`src/rtl/irq_status_pkg.sv`:
```
package irq_status_pkg;
    localparam int DATA_W       = 8;
    localparam int SEQ_W        = 3;
    localparam logic [DATA_W-1:0] CFG1_RST = 8'h07;
    localparam int STAT_PEND_B  = 7;
    localparam int STAT_TC_B    = 4;
    localparam int PHASE_W      = 3;
    localparam logic [PHASE_W-1:0] PHASE_STATUS = 3'd3;
    localparam logic [DATA_W-1:0] CAUSE_BUS_SVC = 8'h10;
    localparam logic [DATA_W-1:0] CAUSE_BUS_RST = 8'h80;
    localparam logic [SEQ_W-1:0]  SEQ_DONE = 3'd4;
    localparam int CFG1_RPTDIS_B = 6;

    typedef enum logic [1:0] {
        ST_IDLE     = 2'd0,
        ST_PEND     = 2'd1,
        ST_PEND_DEF = 2'd2
    } irq_state_e;
endpackage

```
`src/rtl/irq_fsm.sv`:
```
module irq_fsm
    import irq_status_pkg::*;
(
    input  logic clk,
    input  logic rst_n,
    input  logic rd_i,
    input  logic cmplt_i,
    input  logic busrst_i,
    input  logic rpt_dis_i,
    output logic rep_new_o,
    output logic rep_def_o,
    output logic defer_ld_o,
    output logic int_next_o,
    output logic slot_full_o,
    output logic irq_o
);
    irq_state_e state_q, state_n;
    logic int_q, int_after_rd, slot_free, def_next;

    always_comb begin
        int_q        = (state_q != ST_IDLE);
        slot_full_o  = (state_q == ST_PEND_DEF);
        int_after_rd = int_q & ~rd_i;
        rep_def_o    = rd_i & slot_full_o;
        rep_new_o    = cmplt_i & ~int_after_rd & ~rep_def_o;
        slot_free    = ~(slot_full_o & ~rd_i);
        defer_ld_o   = cmplt_i & ~rep_new_o & slot_free;
        int_next_o   = int_after_rd | rep_def_o | rep_new_o
                     | (busrst_i & ~rpt_dis_i);
        def_next     = (slot_full_o & ~rd_i) | defer_ld_o;
        unique case (1'b1)
            !int_next_o: state_n = ST_IDLE;
            def_next:    state_n = ST_PEND_DEF;
            default:     state_n = ST_PEND;
        endcase
    end

    always_ff @(posedge clk) begin
        if (!rst_n) state_q <= ST_IDLE;
        else        state_q <= state_n;
    end

    always_ff @(posedge clk) begin
        if (!rst_n) irq_o <= 1'b0;
        else        irq_o <= int_next_o;
    end
endmodule

```
`src/rtl/irq_defer_slot.sv`:
```
module irq_defer_slot
    import irq_status_pkg::*;
(
    input  logic              clk,
    input  logic              rst_n,
    input  logic              load_i,
    input  logic [DATA_W-1:0] status_i,
    output logic [DATA_W-1:0] status_o
);
    always_ff @(posedge clk) begin
        if (!rst_n)      status_o <= '0;
        else if (load_i) status_o <= status_i;
    end
endmodule

```
`src/rtl/irq_regs.sv`:
```
module irq_regs
    import irq_status_pkg::*;
(
    input  logic              clk,
    input  logic              rst_n,
    input  logic              rd_i,
    input  logic              report_i,
    input  logic [DATA_W-1:0] report_status_i,
    input  logic              busrst_i,
    input  logic              tc_i,
    input  logic              int_next_i,
    input  logic              cfg1_we_i,
    input  logic [DATA_W-1:0] cfg1_wdata_i,
    output logic [DATA_W-1:0] intr_o,
    output logic [DATA_W-1:0] stat_o,
    output logic [SEQ_W-1:0]  seq_o,
    output logic [DATA_W-1:0] cfg1_o,
    output logic [DATA_W-1:0] cst_o
);
    logic [DATA_W-1:0] intr_n, stat_n, cst_n;
    logic [SEQ_W-1:0]  seq_n;

    always_comb begin
        intr_n = intr_o;
        stat_n = stat_o;
        seq_n  = seq_o;
        cst_n  = cst_o;
        if (rd_i) begin
            intr_n = '0;
            stat_n[STAT_TC_B] = 1'b0;
            seq_n  = SEQ_DONE;
        end
        if (report_i) begin
            stat_n[PHASE_W-1:0] = PHASE_STATUS;
            stat_n[STAT_TC_B]   = 1'b1;
            intr_n = CAUSE_BUS_SVC;
            seq_n  = '0;
            cst_n  = report_status_i;
        end
        if (busrst_i) intr_n = intr_n | CAUSE_BUS_RST;
        if (tc_i)     stat_n[STAT_TC_B] = 1'b1;
        stat_n[STAT_PEND_B] = int_next_i;
    end

    always_ff @(posedge clk) begin
        if (!rst_n) begin
            intr_o <= '0;
            stat_o <= '0;
            seq_o  <= '0;
            cst_o  <= '0;
            cfg1_o <= CFG1_RST;
        end else begin
            intr_o <= intr_n;
            stat_o <= stat_n;
            seq_o  <= seq_n;
            cst_o  <= cst_n;
            if (cfg1_we_i) cfg1_o <= cfg1_wdata_i;
        end
    end
endmodule

```
`src/rtl/irq_status_ctrl.sv`:
```
module irq_status_ctrl
    import irq_status_pkg::*;
(
    input  logic              clk,
    input  logic              rst_n,
    input  logic              rd_intr_i,
    input  logic              cmplt_i,
    input  logic [DATA_W-1:0] cmplt_status_i,
    input  logic              busrst_i,
    input  logic              tc_i,
    input  logic              cfg1_we_i,
    input  logic [DATA_W-1:0] cfg1_wdata_i,
    output logic              irq_o,
    output logic [DATA_W-1:0] rd_data_o,
    output logic [DATA_W-1:0] intr_o,
    output logic [DATA_W-1:0] stat_o,
    output logic [SEQ_W-1:0]  seq_o,
    output logic [DATA_W-1:0] cfg1_o,
    output logic [DATA_W-1:0] cmplt_status_o
);
    logic rep_new, rep_def, defer_ld, int_next, deferred;
    logic [DATA_W-1:0] slot_status, report_status;

    irq_fsm u_fsm (
        .clk        (clk),
        .rst_n      (rst_n),
        .rd_i       (rd_intr_i),
        .cmplt_i    (cmplt_i),
        .busrst_i   (busrst_i),
        .rpt_dis_i  (cfg1_o[CFG1_RPTDIS_B]),
        .rep_new_o  (rep_new),
        .rep_def_o  (rep_def),
        .defer_ld_o (defer_ld),
        .int_next_o (int_next),
        .slot_full_o(deferred),
        .irq_o      (irq_o)
    );

    irq_defer_slot u_slot (
        .clk     (clk),
        .rst_n   (rst_n),
        .load_i  (defer_ld),
        .status_i(cmplt_status_i),
        .status_o(slot_status)
    );

    assign report_status = rep_def ? slot_status : cmplt_status_i;

    irq_regs u_regs (
        .clk            (clk),
        .rst_n          (rst_n),
        .rd_i           (rd_intr_i),
        .report_i       (rep_new | rep_def),
        .report_status_i(report_status),
        .busrst_i       (busrst_i),
        .tc_i           (tc_i),
        .int_next_i     (int_next),
        .cfg1_we_i      (cfg1_we_i),
        .cfg1_wdata_i   (cfg1_wdata_i),
        .intr_o         (intr_o),
        .stat_o         (stat_o),
        .seq_o          (seq_o),
        .cfg1_o         (cfg1_o),
        .cst_o          (cmplt_status_o)
    );

    assign rd_data_o = intr_o;
endmodule

```
`config.mk`:
```
export PLATFORM = sky130hd
export DESIGN_NAME = irq_status_ctrl
export DESIGN_NICKNAME = d
export VERILOG_FILES = /design/src/rtl/irq_status_pkg.sv /design/src/rtl/irq_fsm.sv /design/src/rtl/irq_defer_slot.sv /design/src/rtl/irq_regs.sv /design/src/rtl/irq_status_ctrl.sv
export SDC_FILE = /design/constraint.sdc
export NUM_CORES = 1
export LEC_CHECK = 0
export CAP_MARGIN = 30
export CORE_UTILIZATION = 44
export CTS_CLUSTER_DIAMETER = 40
export DETAILED_ROUTE_END_ITERATION = 10
export GPL_TIMING_DRIVEN = 0
export PLACE_DENSITY = 0.91
export SLEW_MARGIN = 10
export SYNTH_ARGS = -nofsm -noshare
export SYNTH_HDL_FRONTEND = slang
export SYNTH_SLANG_ARGS = --single-unit
export TNS_END_PERCENT = 100
```
`constraint.sdc`:
```
create_clock -name clk -period 3.7 [get_ports clk]
set_clock_uncertainty 0.15 [all_clocks]
set_input_delay 0.74 -clock clk [delete_from_list [all_inputs] [get_ports clk]]
set_output_delay 0.74 -clock clk [all_outputs]
set_load 0.005 [all_outputs]
```
==> summary.txt <==
Setup violators final -> 0
Commonest non-fill, non-tap cell in the layout -> clkdlybuf4s50_1
Register bit total from synthesis -> 32
Max-slew violation count -> 0
Post-synth cell types -> 30
Max_cap viols -> 0
Drt pass-1 iters -> 4
Inserted Diodes -> 0
CP Data Arrival Time -> 1.28 ns
Starting density of the core -> 0.476
Synth warnings -> 0
Register area share after synthesis -> 0.430
Setup TNS -> 0 ns
Fin worst setup slack -> 1.53 ns
DIE AREA -> 3620 sq um
Antenna Nets Post-Route -> 0
GRT Total Usage -> 0.178
Post-synth top area share -> 0.430
Worst Hold Class -> flop to flop
HPWL Detailed -> 2270 microns
Pre-CTS WS -> 1.20 ns
Crit end category -> output pin
Multi-input logic area -> 663 sq um
Worst Setup SP -> u_regs.intr_o[4]
RSZ-0062 raised after global routing -> false
Wire length per cell -> 11.3 microns
Skew-Pair Late Insertion Delay -> 0.33 ns
Overall Power -> 0.000743 W
CTS Hold Buffers Added -> 0
Drt initial violations -> 68
Num rows -> 20
DRC violations left -> 0
Area Overhead vs Synth -> 42.9%
Crit path kind -> flop to output pin
Outcome -> finished clean
CTS Root Cell -> clkbuf_4
CP max FO -> 3
Grt ovf -> 0
CTS buffer count -> 5
First-pass GRT wire length -> 4750 microns
CTS tree -> built
Startpoint type of the worst setup path -> flop
Avg Inst Size Synth -> 9.54 sq um
Post-cts resize count -> 0
CP Data Required Time -> 2.81 ns
Placeable core area -> 3130 sq um
Mapped Cells -> 156
Synth area leaders -> dfxtp_1 (43%), buf_4 (12%), nor2b_1 (6.3%), a222oi_1 (5.4%), mux2i_1 (5.4%)
I/O pin count -> 67
Clk pin slew, worst setup/hold paths -> 0.09 ns
Layout cell share with drive strength beyond 1 -> 0.194
Number of hold violations in the final report -> 0
CTS sink cnt -> 32
Via count -> 1252
Peak Freq -> 461 MHz
Non-Filler Instances -> 271
Power Density -> 349 nW/um^2
Initial antenna violation count -> 0
Hold_sp -> u_slot.status_o[6]
Vias in the first global route -> 1069
Final net count -> 249
Leakage power -> 0.915 nW
Synth area leader -> dfxtp_1
RR Startpoint -> u_fsm.state_q[0]
Post-CTS setup buffer count -> 0
DR vias/cell -> 4.62
Global placer's final weighted congestion -> 0.727
Port-buffer cells -> 46
Die width -> 60.2 microns
H-tree levels -> 2
Die height -> 60.2 microns
VDD IR-drop max -> 0.224 mV
Inst Count DP -> 263
FILL cells -> 266
Most frequent cells in the layout -> clkdlybuf4s50_1 (46), dfxtp_1 (32), buf_4 (23)
FF/Latch Area -> 641 sq um
Largest net degree at the start of global routing -> 11
CTS max path bufs -> 2
Fin Hold WS -> 0.310 ns
Final wirelength -> 3070 microns
Post-route clock period utilization -> 0.587
Synthesized cell area -> 1490 sq um
Fin crit period -> 2.17 ns
==> state kept, by name, summed over array words and instances, names as in the netlist <==
signal / cells
u_regs.cfg1_o: 8
u_regs.cst_o: 8
u_slot.status_o: 8
u_regs.stat_o: 3
u_fsm.state_q: 2
u_regs.intr_o: 2
u_regs.seq_o: 1
==> cells in the mapped netlist (all sizes together) <==
master / count
o31a: 1
and3b: 1
nor2b: 16
dfxtp: 32
nor3b: 2
nand3: 8
o211a: 1
nor2: 2
a222oi: 8
inv: 3
and2: 1
mux2i: 8
o21a: 1
o21bai: 1
conb: 1
a21boi: 4
buf: 29
clkbuf: 4
o21ai: 12
a21oi: 6
nand2: 15
==> through the flow <==
step	cell area (sq um)	utilization
global route	2130	0.680
CTS	2130	0.680
floorplan	1550	-
global placement	2070	0.661
finish	2130	0.680
detailed placement	2070	0.661
==> per-layer routing <==
layer | up-vias | track usage | part of all wire
li1 | 638 | - | -
met1 | 558 | 0.219 | 0.43
met2 | 48 | 0.290 | 0.49
met3 | 8 | 0.0390 | 0.074
met4 | 0 | 0.0897 | 0.0094
met5 | - | 0 | 0
==> area by class of cell <==
| class | count | area share |
|---|---|---|
| Tap cell | 44 | 0.0259 |
| Clock buffer | 8 | 0.0276 |
| Timing Repair Buffer | 46 | 0.216 |
| Sequential cell | 32 | 0.301 |
| Inverter | 3 | 0.00529 |
| Multi-Input combinational cell | 105 | 0.312 |
| Buffer | 33 | 0.112 |
==> report_power, final <==
group,switching [W],total (W),internal (W)
registers,0.0000122,0.000378,0.000365
clock network,0.000113,0.000207,0.0000937
logic,0.0000598,0.000158,0.0000984
==> path summary, 6_finish.rpt <==
check / to / slack, ns / depth (start not counted)
max reg2reg: u_slot.status_o[1] / 2.12 / 5
min: u_slot.status_o[6] / 0.31 / 2
max: rd_data_o[4] / 1.53 / 2
min reg2reg: u_slot.status_o[6] / 0.31 / 2
==> critical path, stage by stage (launching register included) <==
cell             delay, ns
dfxtp_1               0.36
buf_4                 0.11
clkdlybuf4s50_1       0.48
==> cell families (layout without fill, tap and decap cells) <==
| logic type | after synthesis | count (layout) | share of synthesized area |
|---|---|---|---|
| AND/OR/NAND/NOR | 45 | 45 | 0.176 |
| buffers and inverters | 36 | 90 | 0.167 |
| flip-flops | 32 | 32 | 0.430 |
| AO/OA/AOI/OAI | 34 | 34 | 0.170 |
| other | 1 | 18 | 0.00252 |
| multiplexers | 8 | 8 | 0.0538 |
Power figures use the tool's default switching activity.
